**config.mk**
```make
export PLATFORM = sky130hd
export DESIGN_NAME = sram_ctrl
export DESIGN_NICKNAME = d
export VERILOG_FILES = /design/src/rtl/sram_ctrl_pkg.sv /design/src/rtl/sram_timer.sv /design/src/rtl/sram_lane_map.sv /design/src/rtl/sram_ctrl.sv
export SDC_FILE = /design/constraint.sdc
export NUM_CORES = 1
export LEC_CHECK = 0
export ABC_CLOCK_PERIOD_IN_PS = 3400
export BUFFER_PORTS_ARGS = -buffer_cell sky130_fd_sc_hd__buf_4
export CAP_MARGIN = 5
export CORE_ASPECT_RATIO = 1.1
export CORE_MARGIN = 2
export CORE_UTILIZATION = 52
export CTS_CLUSTER_SIZE = 24
export DETAILED_ROUTE_END_ITERATION = 6
export HOLD_SLACK_MARGIN = 0.12
export PLACE_DENSITY = 0.8
export SLEW_MARGIN = 20
export SYNTH_ARGS = -nofsm -noshare
export SYNTH_HDL_FRONTEND = slang
export SYNTH_SLANG_ARGS = --single-unit
```
**constraint.sdc**
```tcl
create_clock -name clk_i -period 3.4 [get_ports clk_i]
set_input_delay 0.17 -clock clk_i [delete_from_list [all_inputs] [get_ports clk_i]]
set_output_delay 0.17 -clock clk_i [all_outputs]
set_load 0.005 [all_outputs]
```
**src/rtl/sram_ctrl_pkg.sv**
```systemverilog
package sram_ctrl_pkg;

  typedef enum logic [2:0] {
    ST_IDLE,
    ST_MODE_REC,
    ST_MODE_SU,
    ST_ADDR,
    ST_WPULSE,
    ST_WHOLD,
    ST_RACC,
    ST_RTURN
  } sram_state_e;

  // ceil(ns / clk_ns), never below one cycle
  function automatic int unsigned ns2cyc(int unsigned ns, int unsigned clk_ns);
    int unsigned c;
    c = (ns + clk_ns - 1) / clk_ns;
    return (c == 0) ? 1 : c;
  endfunction

  function automatic int unsigned umax(int unsigned a, int unsigned b);
    return (a > b) ? a : b;
  endfunction

endpackage

```
**src/rtl/sram_timer.sv**
```systemverilog
module sram_timer #(
  parameter int unsigned CNT_W = 8
) (
  input  logic             clk_i,
  input  logic             rst_ni,
  input  logic             load_i,
  input  logic [CNT_W-1:0] load_val_i,
  output logic             done_o
);

  logic [CNT_W-1:0] cnt_q;

  always_ff @(posedge clk_i or negedge rst_ni) begin
    if (!rst_ni)            cnt_q <= '0;
    else if (load_i)        cnt_q <= load_val_i;
    else if (cnt_q != '0)   cnt_q <= cnt_q - 1'b1;
  end

  assign done_o = (cnt_q == '0);

endmodule

```
**src/rtl/sram_lane_map.sv**
```systemverilog
module sram_lane_map (
  input  logic        byte_mode_i,
  input  logic [1:0]  be_i,
  input  logic        addr_lsb_i,
  input  logic [15:0] wdata_i,
  input  logic [15:0] dq_i,
  output logic [1:0]  lane_en_o,
  output logic [15:0] dq_o,
  output logic [15:0] wr_mask_o,
  output logic [15:0] addr_mask_o,
  output logic [15:0] rdata_o
);

  logic [15:0] rd_word;

  for (genvar g = 0; g < 2; g++) begin : g_lane
    assign rd_word[g*8 +: 8] = be_i[g] ? dq_i[g*8 +: 8] : 8'h00;
  end

  always_comb begin
    if (byte_mode_i) begin
      lane_en_o   = 2'b11;
      dq_o        = {addr_lsb_i, 7'b0, wdata_i[7:0]};
      wr_mask_o   = 16'h80FF;
      addr_mask_o = 16'h8000;
      rdata_o     = {8'h00, dq_i[7:0]};
    end else begin
      lane_en_o   = be_i;
      dq_o        = wdata_i;
      wr_mask_o   = 16'hFFFF;
      addr_mask_o = 16'h0000;
      rdata_o     = rd_word;
    end
  end

endmodule

```
**src/rtl/sram_ctrl.sv**
```systemverilog
module sram_ctrl
  import sram_ctrl_pkg::*;
#(
  parameter int unsigned ADDR_W     = 19,
  parameter int unsigned CLK_NS     = 20,
  parameter int unsigned T_CYCLE_NS = 70,
  parameter int unsigned T_WP_NS    = 55,
  parameter int unsigned T_AW_NS    = 65,
  parameter int unsigned T_DSU_NS   = 35,
  parameter int unsigned T_AA_NS    = 70,
  parameter int unsigned T_OE_NS    = 35,
  parameter int unsigned T_HZ_NS    = 25,
  parameter int unsigned T_MODE_NS  = 5_000_000
) (
  input  logic              clk_i,
  input  logic              rst_ni,
  input  logic              req_i,
  input  logic              we_i,
  input  logic [ADDR_W:0]   addr_i,
  input  logic [15:0]       wdata_i,
  input  logic [1:0]        be_i,
  input  logic              byte_mode_i,
  output logic              ready_o,
  output logic [15:0]       rdata_o,
  output logic              cs1_no,
  output logic              cs2_o,
  output logic              we_no,
  output logic              oe_no,
  output logic              lb_no,
  output logic              ub_no,
  output logic              byte_no,
  output logic [ADDR_W-1:0] mem_addr_o,
  output logic [15:0]       dq_o,
  output logic [15:0]       dq_oe_o,
  input  logic [15:0]       dq_i
);

  localparam int unsigned CYC_MIN  = ns2cyc(T_CYCLE_NS, CLK_NS);
  localparam int unsigned WP_CYC   = umax(umax(ns2cyc(T_WP_NS, CLK_NS), ns2cyc(T_DSU_NS, CLK_NS)),
                                          ns2cyc(T_AW_NS, CLK_NS) - 1);
  // address phase + pulse + hold must cover the minimum cycle
  localparam int unsigned HOLD_CYC = (CYC_MIN > WP_CYC + 2) ? CYC_MIN - 1 - WP_CYC : 1;
  localparam int unsigned RD_CYC   = umax(umax(ns2cyc(T_AA_NS, CLK_NS) - 1, ns2cyc(T_OE_NS, CLK_NS)), 1);
  localparam int unsigned TURN_CYC = ns2cyc(T_HZ_NS, CLK_NS);
  localparam int unsigned SET_CYC  = ns2cyc(T_MODE_NS, CLK_NS);
  localparam int unsigned MAX_CYC  = umax(umax(umax(WP_CYC, HOLD_CYC), umax(RD_CYC, TURN_CYC)), SET_CYC);
  localparam int unsigned CNT_W    = $clog2(MAX_CYC + 1);

  sram_state_e      state_q, state_d;
  logic             tmr_load, tmr_done;
  logic [CNT_W-1:0] tmr_val;
  logic             latch, mode_tgl, rdy_d, cap;

  logic              we_q, bmode_q;
  logic [ADDR_W:0]   addr_q;
  logic [15:0]       wdata_q;
  logic [1:0]        be_q;
  logic              byte_no_q, ready_q;
  logic [15:0]       rdata_q;

  logic [1:0]  lane_en;
  logic [15:0] lane_dq, wr_mask, addr_mask, lane_rdata;
  logic        active, wr_drive;

  sram_timer #(.CNT_W(CNT_W)) u_timer (
    .clk_i      (clk_i),
    .rst_ni     (rst_ni),
    .load_i     (tmr_load),
    .load_val_i (tmr_val),
    .done_o     (tmr_done)
  );

  sram_lane_map u_lane (
    .byte_mode_i (!byte_no_q),
    .be_i        (be_q),
    .addr_lsb_i  (addr_q[0]),
    .wdata_i     (wdata_q),
    .dq_i        (dq_i),
    .lane_en_o   (lane_en),
    .dq_o        (lane_dq),
    .wr_mask_o   (wr_mask),
    .addr_mask_o (addr_mask),
    .rdata_o     (lane_rdata)
  );

  always_comb begin
    state_d  = state_q;
    tmr_load = 1'b0;
    tmr_val  = '0;
    latch    = 1'b0;
    mode_tgl = 1'b0;
    rdy_d    = 1'b0;
    cap      = 1'b0;
    unique case (state_q)
      ST_IDLE: if (req_i && !ready_q) begin
        latch = 1'b1;
        // byte_no_q high means 16-bit mode, so equality is a mismatch
        if (byte_mode_i == byte_no_q) begin
          state_d  = ST_MODE_REC;
          tmr_load = 1'b1;
          tmr_val  = CNT_W'(SET_CYC - 1);
        end else begin
          state_d = ST_ADDR;
        end
      end
      ST_MODE_REC: if (tmr_done) begin
        mode_tgl = 1'b1;
        state_d  = ST_MODE_SU;
        tmr_load = 1'b1;
        tmr_val  = CNT_W'(SET_CYC - 1);
      end
      ST_MODE_SU: if (tmr_done) state_d = ST_ADDR;
      ST_ADDR: begin
        tmr_load = 1'b1;
        if (we_q) begin
          state_d = ST_WPULSE;
          tmr_val = CNT_W'(WP_CYC - 1);
        end else begin
          state_d = ST_RACC;
          tmr_val = CNT_W'(RD_CYC - 1);
        end
      end
      ST_WPULSE: if (tmr_done) begin
        state_d  = ST_WHOLD;
        tmr_load = 1'b1;
        tmr_val  = CNT_W'(HOLD_CYC - 1);
      end
      ST_WHOLD: if (tmr_done) begin
        state_d = ST_IDLE;
        rdy_d   = 1'b1;
      end
      ST_RACC: if (tmr_done) begin
        state_d  = ST_RTURN;
        tmr_load = 1'b1;
        tmr_val  = CNT_W'(TURN_CYC - 1);
        rdy_d    = 1'b1;
        cap      = 1'b1;
      end
      ST_RTURN: if (tmr_done) state_d = ST_IDLE;
      default: state_d = ST_IDLE;
    endcase
  end

  always_ff @(posedge clk_i or negedge rst_ni) begin
    if (!rst_ni) begin
      state_q   <= ST_IDLE;
      we_q      <= 1'b0;
      bmode_q   <= 1'b0;
      addr_q    <= '0;
      wdata_q   <= '0;
      be_q      <= '0;
      byte_no_q <= 1'b1;
      ready_q   <= 1'b0;
      rdata_q   <= '0;
    end else begin
      state_q <= state_d;
      ready_q <= rdy_d;
      if (latch) begin
        we_q    <= we_i;
        bmode_q <= byte_mode_i;
        addr_q  <= addr_i;
        wdata_q <= wdata_i;
        be_q    <= be_i;
      end
      if (mode_tgl) byte_no_q <= !bmode_q;
      if (cap)      rdata_q   <= lane_rdata;
    end
  end

  assign active   = (state_q == ST_ADDR) || (state_q == ST_WPULSE) ||
                    (state_q == ST_WHOLD) || (state_q == ST_RACC);
  assign wr_drive = (state_q == ST_WPULSE) || (state_q == ST_WHOLD);

  assign ready_o    = ready_q;
  assign rdata_o    = rdata_q;
  assign cs1_no     = !active;
  assign cs2_o      = active;
  assign we_no      = (state_q != ST_WPULSE);
  assign oe_no      = (state_q != ST_RACC);
  assign lb_no      = !(active && lane_en[0]);
  assign ub_no      = !(active && lane_en[1]);
  assign byte_no    = byte_no_q;
  assign mem_addr_o = addr_q[ADDR_W:1];
  assign dq_o       = lane_dq;
  assign dq_oe_o    = wr_drive ? wr_mask : (active ? addr_mask : 16'h0000);

  // strobe-width monitor for the pulse check
  logic [CNT_W-1:0] wp_cnt;
  always_ff @(posedge clk_i or negedge rst_ni) begin
    if (!rst_ni)     wp_cnt <= '0;
    else if (!we_no) wp_cnt <= wp_cnt + 1'b1;
    else             wp_cnt <= '0;
  end

  AST_WP_MIN: assert property (@(posedge clk_i) disable iff (!rst_ni)
    $rose(we_no) |-> (wp_cnt >= CNT_W'(WP_CYC)));
  AST_WE_OE_EXCL: assert property (@(posedge clk_i) disable iff (!rst_ni)
    !we_no |-> oe_no);
  AST_READY_PULSE: assert property (@(posedge clk_i) disable iff (!rst_ni)
    ready_o |=> !ready_o);
  AST_BYTE_LANES: assert property (@(posedge clk_i) disable iff (!rst_ni)
    (!byte_no && !cs1_no) |-> (!lb_no && !ub_no));
  AST_WIDTH_DESEL: assert property (@(posedge clk_i) disable iff (!rst_ni)
    (byte_no != $past(byte_no)) |-> (cs1_no && $past(cs1_no)));
  AST_NO_BUS_FIGHT: assert property (@(posedge clk_i) disable iff (!rst_ni)
    (dq_oe_o[7:0] != 8'h00) |-> oe_no);
  AST_ADDR_STABLE: assert property (@(posedge clk_i) disable iff (!rst_ni)
    (!cs1_no && $past(!cs1_no)) |-> $stable(mem_addr_o));

endmodule

```
### Word level (Yosys, flattened, before mapping)

Cells that the tools add are included.

* equality and inequality tests: 16
* multiplexer cells: 34
* reductions and logical operators: 20
* $add $sub $neg: 1

Operators with widths (number)
* two-way mux 18 bit: 5
* two-way mux 16 bit: 5
* one-hot mux 18 bit (4 select lines): 1
* one-hot mux 3 bit (7 select lines): 1
* logical NOT 18 bit: 1
* two-way mux 3 bit: 6
* nonzero test 18 bit: 1
* subtractor 18 x 1 -> 18 bit (second input constant): 1
* two-way mux 8 bit: 2
* two-way mux 15 bit: 1
* == test 3 bit (second input constant): 4
* inequality test 2 bit (second input constant): 5
* two-way mux 1 bit: 9
* == test 3 x 2 -> 1 bit (second input constant): 2
* two-way mux 2 bit: 3
* inequality test 3 bit (second input constant): 2
* AND reduction 6 bit: 1
* logical NOT 1 bit: 5
* logical OR 1 bit: 4
* OR reduction 2 bit: 2
* == test 3 x 1 -> 1 bit (second input constant): 1
* logical AND 1 bit: 3
* logical NOT 3 bit: 1
* one-hot mux 1 bit (3 select lines): 1
* 4 further kinds: 4

* bits in registers: 79
* input port bits: 59
* output and inout bits: 75
* logic and storage cells: 81

### Longest topological paths before layout

Gate-level depths: netlist of the first run.

* depth in word-level cells: 6
* depth in mapped cells: 10
* mapped depth without buffers: 7

### Modules after synthesis

A second synthesis of the first run with hierarchy kept.

* cells, all modules: 390
* area total of the unflattened synthesis: 4581.9 sq um

By module, submodules not included
* sram_ctrl: area an instance 2949.1 sq um, times used 1, sequential area each 1527.7 sq um, cells an instance 207
* sram_timer: area an instance 1108.6 sq um, times used 1, sequential area each 450.4 sq um, cells an instance 112
* sram_lane_map: area an instance 524.3 sq um, times used 1, sequential area each 0.0 sq um, cells an instance 71

### Least setup slack after synthesis of the first run

No wires, ideal clock.

* path type: register to register
* start: register u_timer.cnt_q[0]
* end: register rdata_q[4] (netlist: rdata_o[4])
* arrival time: 2.195 ns
* setup time: 0.117 ns
* stages on the path, launching flop included: 11
* path slack: 1.088 ns
* buffers on the path: 3
* required time: 3.283 ns
* period minus slack after synthesis: 2.312 ns
* cells stage by stage: dfrtp_1 > inv_1 > ha_1 > or3b_2 > or2_1 > buf_6 > or3_4 > buf_6 > buf_6 > nand2_1 > o21ai_2

* word-level cells in the longest chain between the ends: 3

Ends and longest elaborated chain
* start, declared: RTL line sram_timer.sv:11 `logic [CNT_W-1:0] cnt_q;`
* start signal, assigned: RTL line sram_timer.sv:15 `else if (load_i) cnt_q <= load_val_i;`
* start signal, assigned: RTL line sram_timer.sv:16 `else if (cnt_q != '0) cnt_q <= cnt_q - 1'b1;`
* logical NOT 18 bit: RTL line sram_timer.sv:19 `assign done_o = (cnt_q == '0);`
* two-way mux 1 bit: RTL line sram_ctrl.sv:132 `ST_RACC: if (tmr_done) begin`
* two-way mux 1 bit: RTL line sram_ctrl.sv:94 `unique case (state_q)`
* end signal, assigned: RTL line sram_ctrl.sv:166 `if (cap) rdata_q <= lane_rdata;`
* end, declared: RTL line sram_ctrl.sv:59 `logic [15:0] rdata_q;`

Every way passes these cells.
A chain may end at the register's enable or synchronous reset.

### Worst setup path in the final report of the first run

* start: register u_timer.cnt_q[0]
* end: register state_q[1]

* word-level cells in the longest chain between the ends: 3
* elaborated cells on any way between the ends: 7
* those cells by class: eq/ne: 5; reduce/logical: 2

Ends and longest elaborated chain
* logical NOT 18 bit *: RTL line sram_timer.sv:19
* inequality test 2 bit (no line) or inequality test 2 x 1 -> 1 bit (tied branches)
* AND reduction 6 bit (no line) *
* end signal, assigned: RTL line sram_ctrl.sv:156 `state_q <= state_d;`
* end, declared: RTL line sram_ctrl.sv:49 `sram_state_e state_q, state_d;`

Every way passes the cells marked *; elsewhere a longest branch is shown, timed or not.

==> key figures, run 1 <==
Clocking
  • Clock Latency Late Sink: 0.37 ns
  • Number of H-tree levels: 3
  • CTS sink cnt: 79
  • Clk root buf: clkbuf_8
  • Maximum count of clock buffers along a single path: 2
  • Clock-pin slew of the registers on the worst-case setup and hold paths: 0.09 ns
  • Clock tree from TritonCTS: built
  • Inserted Clock Buffers: 9
  • Number of resized instances in the post-cts repair step: 0

GRT
  • Pin count of the biggest net entering global routing: 80
  • Remaining Overflow, GRT: 0
  • Vias in the first global route: 3245
  • First-pass GRT wire length: 16.1 mm
  • GRT Total Usage: 26.6%
  • Antenna violations before repair: 0

Timing
  • Hold Fails Final Rpt: 0
  • Max Slew Vio Count: 0
  • Worst relative slew slack: a little over half
  • Worst path setup slack after routing: approximately 0.77 ns
  • Max frequency: 381 MHz
  • Final worst path period need: 2.63 ns
  • Setup TNS: 0 ns
  • Transition time of the tightest slew-check pin: 0.686 ns
  • Clock Skews: approximately 0.016 ns
  • Final Cycle Share: 77.2%
  • Final setup violation count: 0
  • RSZ-0062 raised after global routing: no

Min path
  • Path class of the lowest-slack min-delay path: in -> async

Layout
  • Number of fillers in the final layout: around 410
  • Antenna diodes: 0
  • Footprint of the multi-input gates: 0.00154 mm2
  • Summed area of non-filler cells in the final layout: 0.00546 mm2
  • Area added between synthesis and finish: 43.2%
  • NumNets Final: ~570
  • Fin cells: 602
  • Share of layout cells above drive strength 1: 42.2%
  • Sequential cell area in the final layout: between 0.0015 and 0.002 mm2
  • Post-route core utilization: 77.5%

Die
  • Row count: 32
  • Die area: 0.00804 mm2
  • IO Pins: 134
  • Width of the die: 85.7 um
  • Effective utilization at floorplan: 54.1%
  • Core outline area: 0.00705 mm2
  • Height of the die: 93.8 um

Worst setup path
  • Critical path type: reg -> reg
  • Timing startpoint of the critical path: u_timer.cnt_q[0]$_DFFE_PN0P_
  • CP endpoint kind: flip-flop
  • Slowest Stage Delay on Critical Path: 0.57 ns
  • Cell chain of the critical path: inv_1, ha_1, or3b_2, or2_1, nor2_1, nand2_1, a32oi_1
  • CP Data Arrival Time: roughly 2.9 ns
  • Category of the worst setup path launch point: flip-flop
  • Crit-path slowest cell: nor2_1
  • Data required time of the critical path: 3.67 ns
  • Worst-path maximum fanout: 11
  • Reg2Reg Launch Point: u_timer.cnt_q[0]$_DFFE_PN0P_

Route
  • Detailed-route DRC error count: 0
  • Initial DRC Count: roughly 150
  • Via count: 3244
  • TritonRoute pass-1 iters: 4
  • Routed Wire Length: 10.4 mm
  • Post-DRT Antenna Nets: 0
  • Routed wire per std cell: 17.3 um
  • Routed via count divided by cell count: between 5 and 6

Synth
  • Leading register cell type out of synthesis: dfrtp_1
  • Most frequent cell after synthesis: dfrtp_1
  • Register area share after synthesis: 51.9%
  • Mapped cell area: approximately 0.0038 mm2
  • Cells after Synth: 348
  • Fraction of synthesis flops using an asynchronous set or reset pin: 100%
  • Net Count, Synth: 408
  • Area fraction of the dominant cell type after synthesis: 51.2%
  • Number of distinct standard cells referenced by the synthesized netlist: 51
  • Cell taking the most area after synthesis: dfrtp_1
  • Synthesized area divided by synthesized cell count: between 10 and 15 um2
  • Most common library cells after synthesis: dfrtp_1 (78), mux2_2 (41), nand2_1 (40)
  • Number of enable flip-flop cells after synthesis: 0
  • Synth area leaders: dfrtp_1 (51%), mux2_2 (12%), buf_4 (4.3%), nand2_1 (3.9%), o21ai_2 (3.2%)
  • Count of yosys warnings during synthesis: 0
  • Flop and latch count out of synthesis: just under 80

Place
  • Cell count after placement: 528
  • Post-Place Cell Area: 0.00466 mm2
  • Half-perimeter wire length of the detailed placement result: 6.15 mm
  • IO Port Bufs: 133
  • Post-place setup slack: 0.871 ns
  • Final GP Congestion: approximately 0.87

Flow run
  • # Max-Cap Violations: 0

Run status
  • Outcome: finished clean

Pwr
  • PD cells: between 300 and 400 mW/mm2
  • Worst vdd rail ir drop: 0.242 mV
  • Pleak: 2.60 nW
-- layer usage --
layer	GRT usage (%)	part of all wire, %	vias to the layer above
li1	-	-	1516
met1	29.8	37	1567
met2	47.6	53	131
met3	5.98	6.0	30
met4	12.6	3.3	0
met5	0	0	-
-- placed cells by master, fill, tap and decap left out, types with 4 or more instances in the layout --
cell type,netlist,routed
nor2_1,16,16
inv_1,7,7
clkbuf_8,0,9
nor4_1,6,5
o21ai_2,14,14
and2_1,9,9
buf_4,22,135
a21oi_1,8,8
dlygate4sd3_1,0,57
xnor2_1,8,8
nand3_1,9,9
dfrtp_1,78,78
nor3_1,5,5
xor2_1,4,4
nand2_1,40,40
or3_1,4,4
mux2_2,41,41
o21ai_1,4,4
o21ai_0,16,16
-- per-stage QoR --
step / hold slack, ns / total power, mW
after global placement: 0.386 / 1.22
after CTS: 0.300 / 2.00
after detailed placement: 0.395 / 1.23
after global routing: 0.240 / 2.09
after floorplan: -0.126 / 1.12
final: 0.222 / 2.01
-- kinds of logic after synthesis --
family | Yosys count | synth area share [%]
fa+ha+maj | 1 | 0.328
xor+xnor | 12 | 2.75
compound gates | 56 | 9.84
flops | 79 | 51.9
simple gates | 112 | 15.1
mux | 41 | 12.1
buf+inv | 47 | 8.04
-- sequential cells by signal (all words and copies together) (netlist names) --
signal and count:
state_q 3, byte_no 1, bmode_q 1, addr_q 20
u_timer.cnt_q 18, we_q 1, be_q 2, rdata_o 16
ready_o 1, wdata_q 16
-- path summary, 6_finish.rpt --
| path | cells past startpoint | to | slack (ns) |
|---|---|---|---|
| worst max-delay path | 7 | state_q[1]$_DFFE_PN0P_ | 0.77 |
| worst min-delay path | 2 | addr_q[18]$_DFFE_PN0P_ | 0.22 |
| worst max register to register | 7 | state_q[1]$_DFFE_PN0P_ | 0.77 |
| worst min register to register | 1 | byte_no$_DFFE_PN1P_ | 0.43 |
| max in group asynchronous | 3 | byte_no$_DFFE_PN1P_ | 2.56 |
| min in group clk_i | 4 | state_q[1]$_DFFE_PN0P_ | 0.40 |
-- where the power goes --
| part | internal [mW] | switching, mW | leakage (nW) | total [mW] |
|---|---|---|---|---|
| clock | 0.348 | 0.384 | 0.0982 | 0.732 |
| sequential | 0.986 | 0.0467 | 0.930 | 1.03 |
| combinational | 0.153 | 0.0939 | 1.57 | 0.247 |
-- worst max-delay path, delay by kind of cell, from the launching register on --
| family | cells | cell delay, ns |
|---|---|---|
| DFF | 1 | 0.41 |
| and+or+nand+nor | 4 | 1.60 |
| AOI/OAI and AO/OA | 1 | 0.27 |
| adders and majority gates | 1 | 0.18 |
| buffers and inverters | 1 | 0.08 |
-- what timing repair did --
action,CTS,global route
hold buffers,57,0
buffers inserted,0,0
hold endpoints to repair,134,0
-- cell type report --
cell class	count	area share, %
multi-input combinational	222	28.1
clock inverter	7	1.44
clock buffer	9	2.27
inverter	7	0.481
sequential	79	36.2
timing repair buffer	193	29.5
tap	85	1.95
No activity file was read; power rests on OpenSTA's default activity.
==> inputs of run 2 (changes only) <==
--- a/config.mk
+++ b/config.mk
@@ -5,16 +5,16 @@
 export SDC_FILE = /design/constraint.sdc
 export NUM_CORES = 1
 export LEC_CHECK = 0
-export ABC_CLOCK_PERIOD_IN_PS = 3400
+export ABC_CLOCK_PERIOD_IN_PS = 2570
 export BUFFER_PORTS_ARGS = -buffer_cell sky130_fd_sc_hd__buf_4
 export CAP_MARGIN = 5
 export CORE_ASPECT_RATIO = 1.1
 export CORE_MARGIN = 2
-export CORE_UTILIZATION = 52
+export CORE_UTILIZATION = 50
 export CTS_CLUSTER_SIZE = 24
 export DETAILED_ROUTE_END_ITERATION = 6
 export HOLD_SLACK_MARGIN = 0.12
-export PLACE_DENSITY = 0.8
+export PLACE_DENSITY = 0.77
 export SLEW_MARGIN = 20
 export SYNTH_ARGS = -nofsm -noshare
 export SYNTH_HDL_FRONTEND = slang
==> constraint.sdc (replaced) <==
create_clock -name clk_i -period 2.57 [get_ports clk_i]
set_input_delay 0.1285 -clock clk_i [delete_from_list [all_inputs] [get_ports clk_i]]
set_output_delay 0.1285 -clock clk_i [all_outputs]
set_load 0.005 [all_outputs]
==> run 2 against run 1 <==
Routed wire length about the same. Final area about the same. Clock skew down 0.0029 ns. Critical endpoint is now rdata_o[12]$_DFFE_PN0P_. Flip-flop and latch count unchanged.
==> key figures, run 2 (synthesis results as in run 1) <==
Run status
  • Outcome: finished clean (unchanged)

Route
  • Met1 Wirelength: 4.16 mm (was 3.90 mm)
  • Routed Wire Length: 10.4 mm (about the same)
  • Detailed-route DRC error count: 0 (unchanged)
  • TritonRoute pass-1 iters: 4 (unchanged)
  • Post-DRT Antenna Nets: 0 (unchanged)
  • Routed wire per std cell: 17.1 um (was 17.3 um)
  • Top sig layer: met4 (unchanged)
  • Amount of wire on met2 after detailed routing: 5.35 mm (was 5.57 mm)
  • Via count: 3251 (was 3244)
  • Initial DRC Count: 189 (was 154)
  • Routed via count divided by cell count: 5.33 (was 5.39)
  • Wire length on met3: 650 um (was 624 um)

Worst setup path
  • CP Data Arrival Time: 2.59 ns (was 2.90 ns)
  • Worst-path maximum fanout: 16 (was 11)
  • Critical path type: reg -> reg (unchanged)
  • Category of the worst setup path launch point: flip-flop (unchanged)
  • Slowest Stage Delay on Critical Path: 0.53 ns (was 0.57 ns)
  • Data required time of the critical path: 2.81 ns (was 3.67 ns)
  • Cell chain of the critical path: inv_1, ha_1, or3b_2, or2_1, or3_4, nand2_1, o21ai_2 (was inv_1, ha_1, or3b_2, or2_1, nor2_1, nand2_1, a32oi_1)
  • Crit-path slowest cell: or3_4 (was nor2_1)
  • Internal reg-to-reg setup slack: 0.21 ns (was 0.77 ns)
  • CP endpoint kind: flip-flop (unchanged)

Pwr
  • Clock group share of total power: 32.3% (was 36.4%)
  • PD cells: 454 mW/mm2 (was 368 mW/mm2)
  • Switching share of total power: 25.5% (was 26.1%)
  • Pleak: 2.61 nW (was 2.60 nW)
  • Sequential share of power: 55.0% (was 51.4%)
  • Cell internal power dissipation: 1.85 mW (was 1.49 mW)
  • P_sw: 632 uW (was 524 uW)
  • Worst vdd rail ir drop: 0.284 mV (was 0.242 mV)
  • Post-route total power: 2.48 mW (was 2.01 mW)
  • Combinational share of power: 12.7% (was 12.3%)

Die
  • IO Pins: 134 (unchanged)
  • Height of the die: 95.6 um (was 93.8 um)
  • Row count: 33 (was 32)
  • Effective utilization at floorplan: 51.3% (was 54.1%)
  • Core outline area: 0.00743 mm2 (was 0.00705 mm2)
  • Die area: 0.00835 mm2 (was 0.00804 mm2)
  • Width of the die: 87.3 um (was 85.7 um)

Layout
  • Sequential cell area in the final layout: 0.00198 mm2 (unchanged)
  • Register with the most flip-flops: addr_q (unchanged)
  • Share of layout cells above drive strength 1: 42.6% (was 42.2%)
  • Most frequent standard cell in the layout excluding fill and tap cells: buf_4 (unchanged)
  • Footprint of the multi-input gates: 0.00155 mm2 (was 0.00154 mm2)
  • Number of fillers in the final layout: 500 (was 414)
  • Summed area of non-filler cells in the final layout: 0.00546 mm2 (about the same)
  • Antenna diodes: 0 (unchanged)
  • Post-route core utilization: 73.5% (was 77.5%)
  • NumNets Final: 579 (was 572)
  • Most frequent cells in the layout: buf_4 (141), dfrtp_1 (78), dlygate4sd3_1 (57) (was buf_4 (135), dfrtp_1 (78), dlygate4sd3_1 (57))
  • Registers with the most flip-flops: addr_q: 20 flops, u_timer.cnt_q: 18 flops (unchanged)
  • Area added between synthesis and finish: 43.2% (about the same)
  • Largest register FFs: 20 (unchanged)

GRT
  • Antenna violations before repair: 0 (unchanged)
  • Pin count of the biggest net entering global routing: 80 (unchanged)
  • Vias in the first global route: 3450 (was 3245)
  • First-pass GRT wire length: 16.7 mm (was 16.1 mm)
  • GRT Total Usage: 26.0% (was 26.6%)
  • Remaining Overflow, GRT: 0 (unchanged)

Timing
  • RSZ-0062 raised after global routing: no (unchanged)
  • Final worst path period need: 2.36 ns (was 2.63 ns)
  • Final setup violation count: 0 (unchanged)
  • Worst relative slew slack: 52.6% (was 54.1%)
  • Max frequency: 425 MHz (was 381 MHz)
  • Max Slew Vio Count: 0 (unchanged)
  • Worst hold margin: 0.284 ns (was 0.222 ns)
  • Clock Skews: 0.0130 ns (was 0.0160 ns)
  • Hold Fails Final Rpt: 0 (unchanged)
  • Transition time of the tightest slew-check pin: 0.711 ns (was 0.686 ns)
  • Setup TNS: 0 ns (unchanged)
  • Final Cycle Share: 91.6% (was 77.2%)

Clocking
  • CTS sink cnt: 79 (unchanged)
  • Number of H-tree levels: 3 (unchanged)
  • Post-CTS setup buffer count: 0 (unchanged)
  • Maximum count of clock buffers along a single path: 2 (unchanged)
  • Clock-pin slew of the registers on the worst-case setup and hold paths: 0.08 ns (was 0.09 ns)
  • Clock tree from TritonCTS: built (unchanged)
  • Clk root buf: clkbuf_8 (unchanged)
  • Inserted Clock Buffers: 9 (unchanged)
  • Clock Latency Late Sink: 0.36 ns (was 0.37 ns)

Place
  • IO Port Bufs: 133 (unchanged)
  • Final GP Congestion: 0.874 (was 0.867)
  • Half-perimeter wire length of the detailed placement result: 6.09 mm (was 6.15 mm)
  • Post-Place Cell Area: 0.00472 mm2 (was 0.00466 mm2)

Min path
  • Path class of the lowest-slack min-delay path: in -> reg (was in -> async)

Flow run
  • # Max-Cap Violations: 0 (unchanged)
-- run 2: area by class of cell --
class                           instances  share of cell area (%)
Sequential cell                        79                    36.2
Timing Repair Buffer                  199                    30.0
Multi-Input combinational cell        223                    28.3
Clock buffer                           10                    2.34
Tap cell                               87                    1.99
Clock inverter                          5                   0.641
Inverter                                7                   0.481
-- run 2: through the flow --
step,std cells,setup WS (ns)
final,610,0.215
after global placement,537,0.225
after detailed placement,537,0.162
after floorplan,348,0.258
after CTS,609,0.145
after global routing,610,0.0812
-- run 2: routing by layer --
metal	global-route usage (%)	up-vias
met4	11.4	0
met5	0	-
li1	-	1520
met2	42.6	135
met1	32.2	1564
met3	6.84	32
-- run 2: path summary, 6_finish.rpt --
| path | from | endpoint | cells past startpoint |
|---|---|---|---|
| max in group asynchronous | rst_ni | bmode_q$_DFFE_PN0P_ | 2 |
| worst max-delay path | u_timer.cnt_q[0]$_DFFE_PN0P_ | rdata_o[12]$_DFFE_PN0P_ | 7 |
| worst min-delay path | req_i | state_q[1]$_DFFE_PN0P_ | 4 |
| min in group asynchronous | rst_ni | wdata_q[14]$_DFFE_PN0P_ | 2 |
| worst max register to register | u_timer.cnt_q[0]$_DFFE_PN0P_ | rdata_o[12]$_DFFE_PN0P_ | 7 |
| worst min register to register | bmode_q$_DFFE_PN0P_ | byte_no$_DFFE_PN1P_ | 1 |
-- run 2: what timing repair did --
item,4_1_cts,5_1_grt
hold buffers,57,0
gates resized for setup,0,1
endpoints found under the hold margin,134,0
setup endpoints to repair,0,2
-- run 2: power groups by stage --
stage | clock [mW] | sequential (mW) | combinational [mW]
floorplan | 0 | 1.37 | 0.105
global placement | 0 | 1.38 | 0.231
detailed placement | 0 | 1.38 | 0.238
CTS | 0.815 | 1.36 | 0.309
global route | 0.869 | 1.37 | 0.346
finish | 0.802 | 1.37 | 0.315
-- run 2: critical path, delay by kind of cell, from the launching register on --
family / cells / cell delay [ns]
and+or+nand+nor: 4 / 1.50
DFF: 1 / 0.41
adders and majority gates: 1 / 0.18
buffers and inverters: 1 / 0.09
AOI/OAI and AO/OA: 1 / 0.05
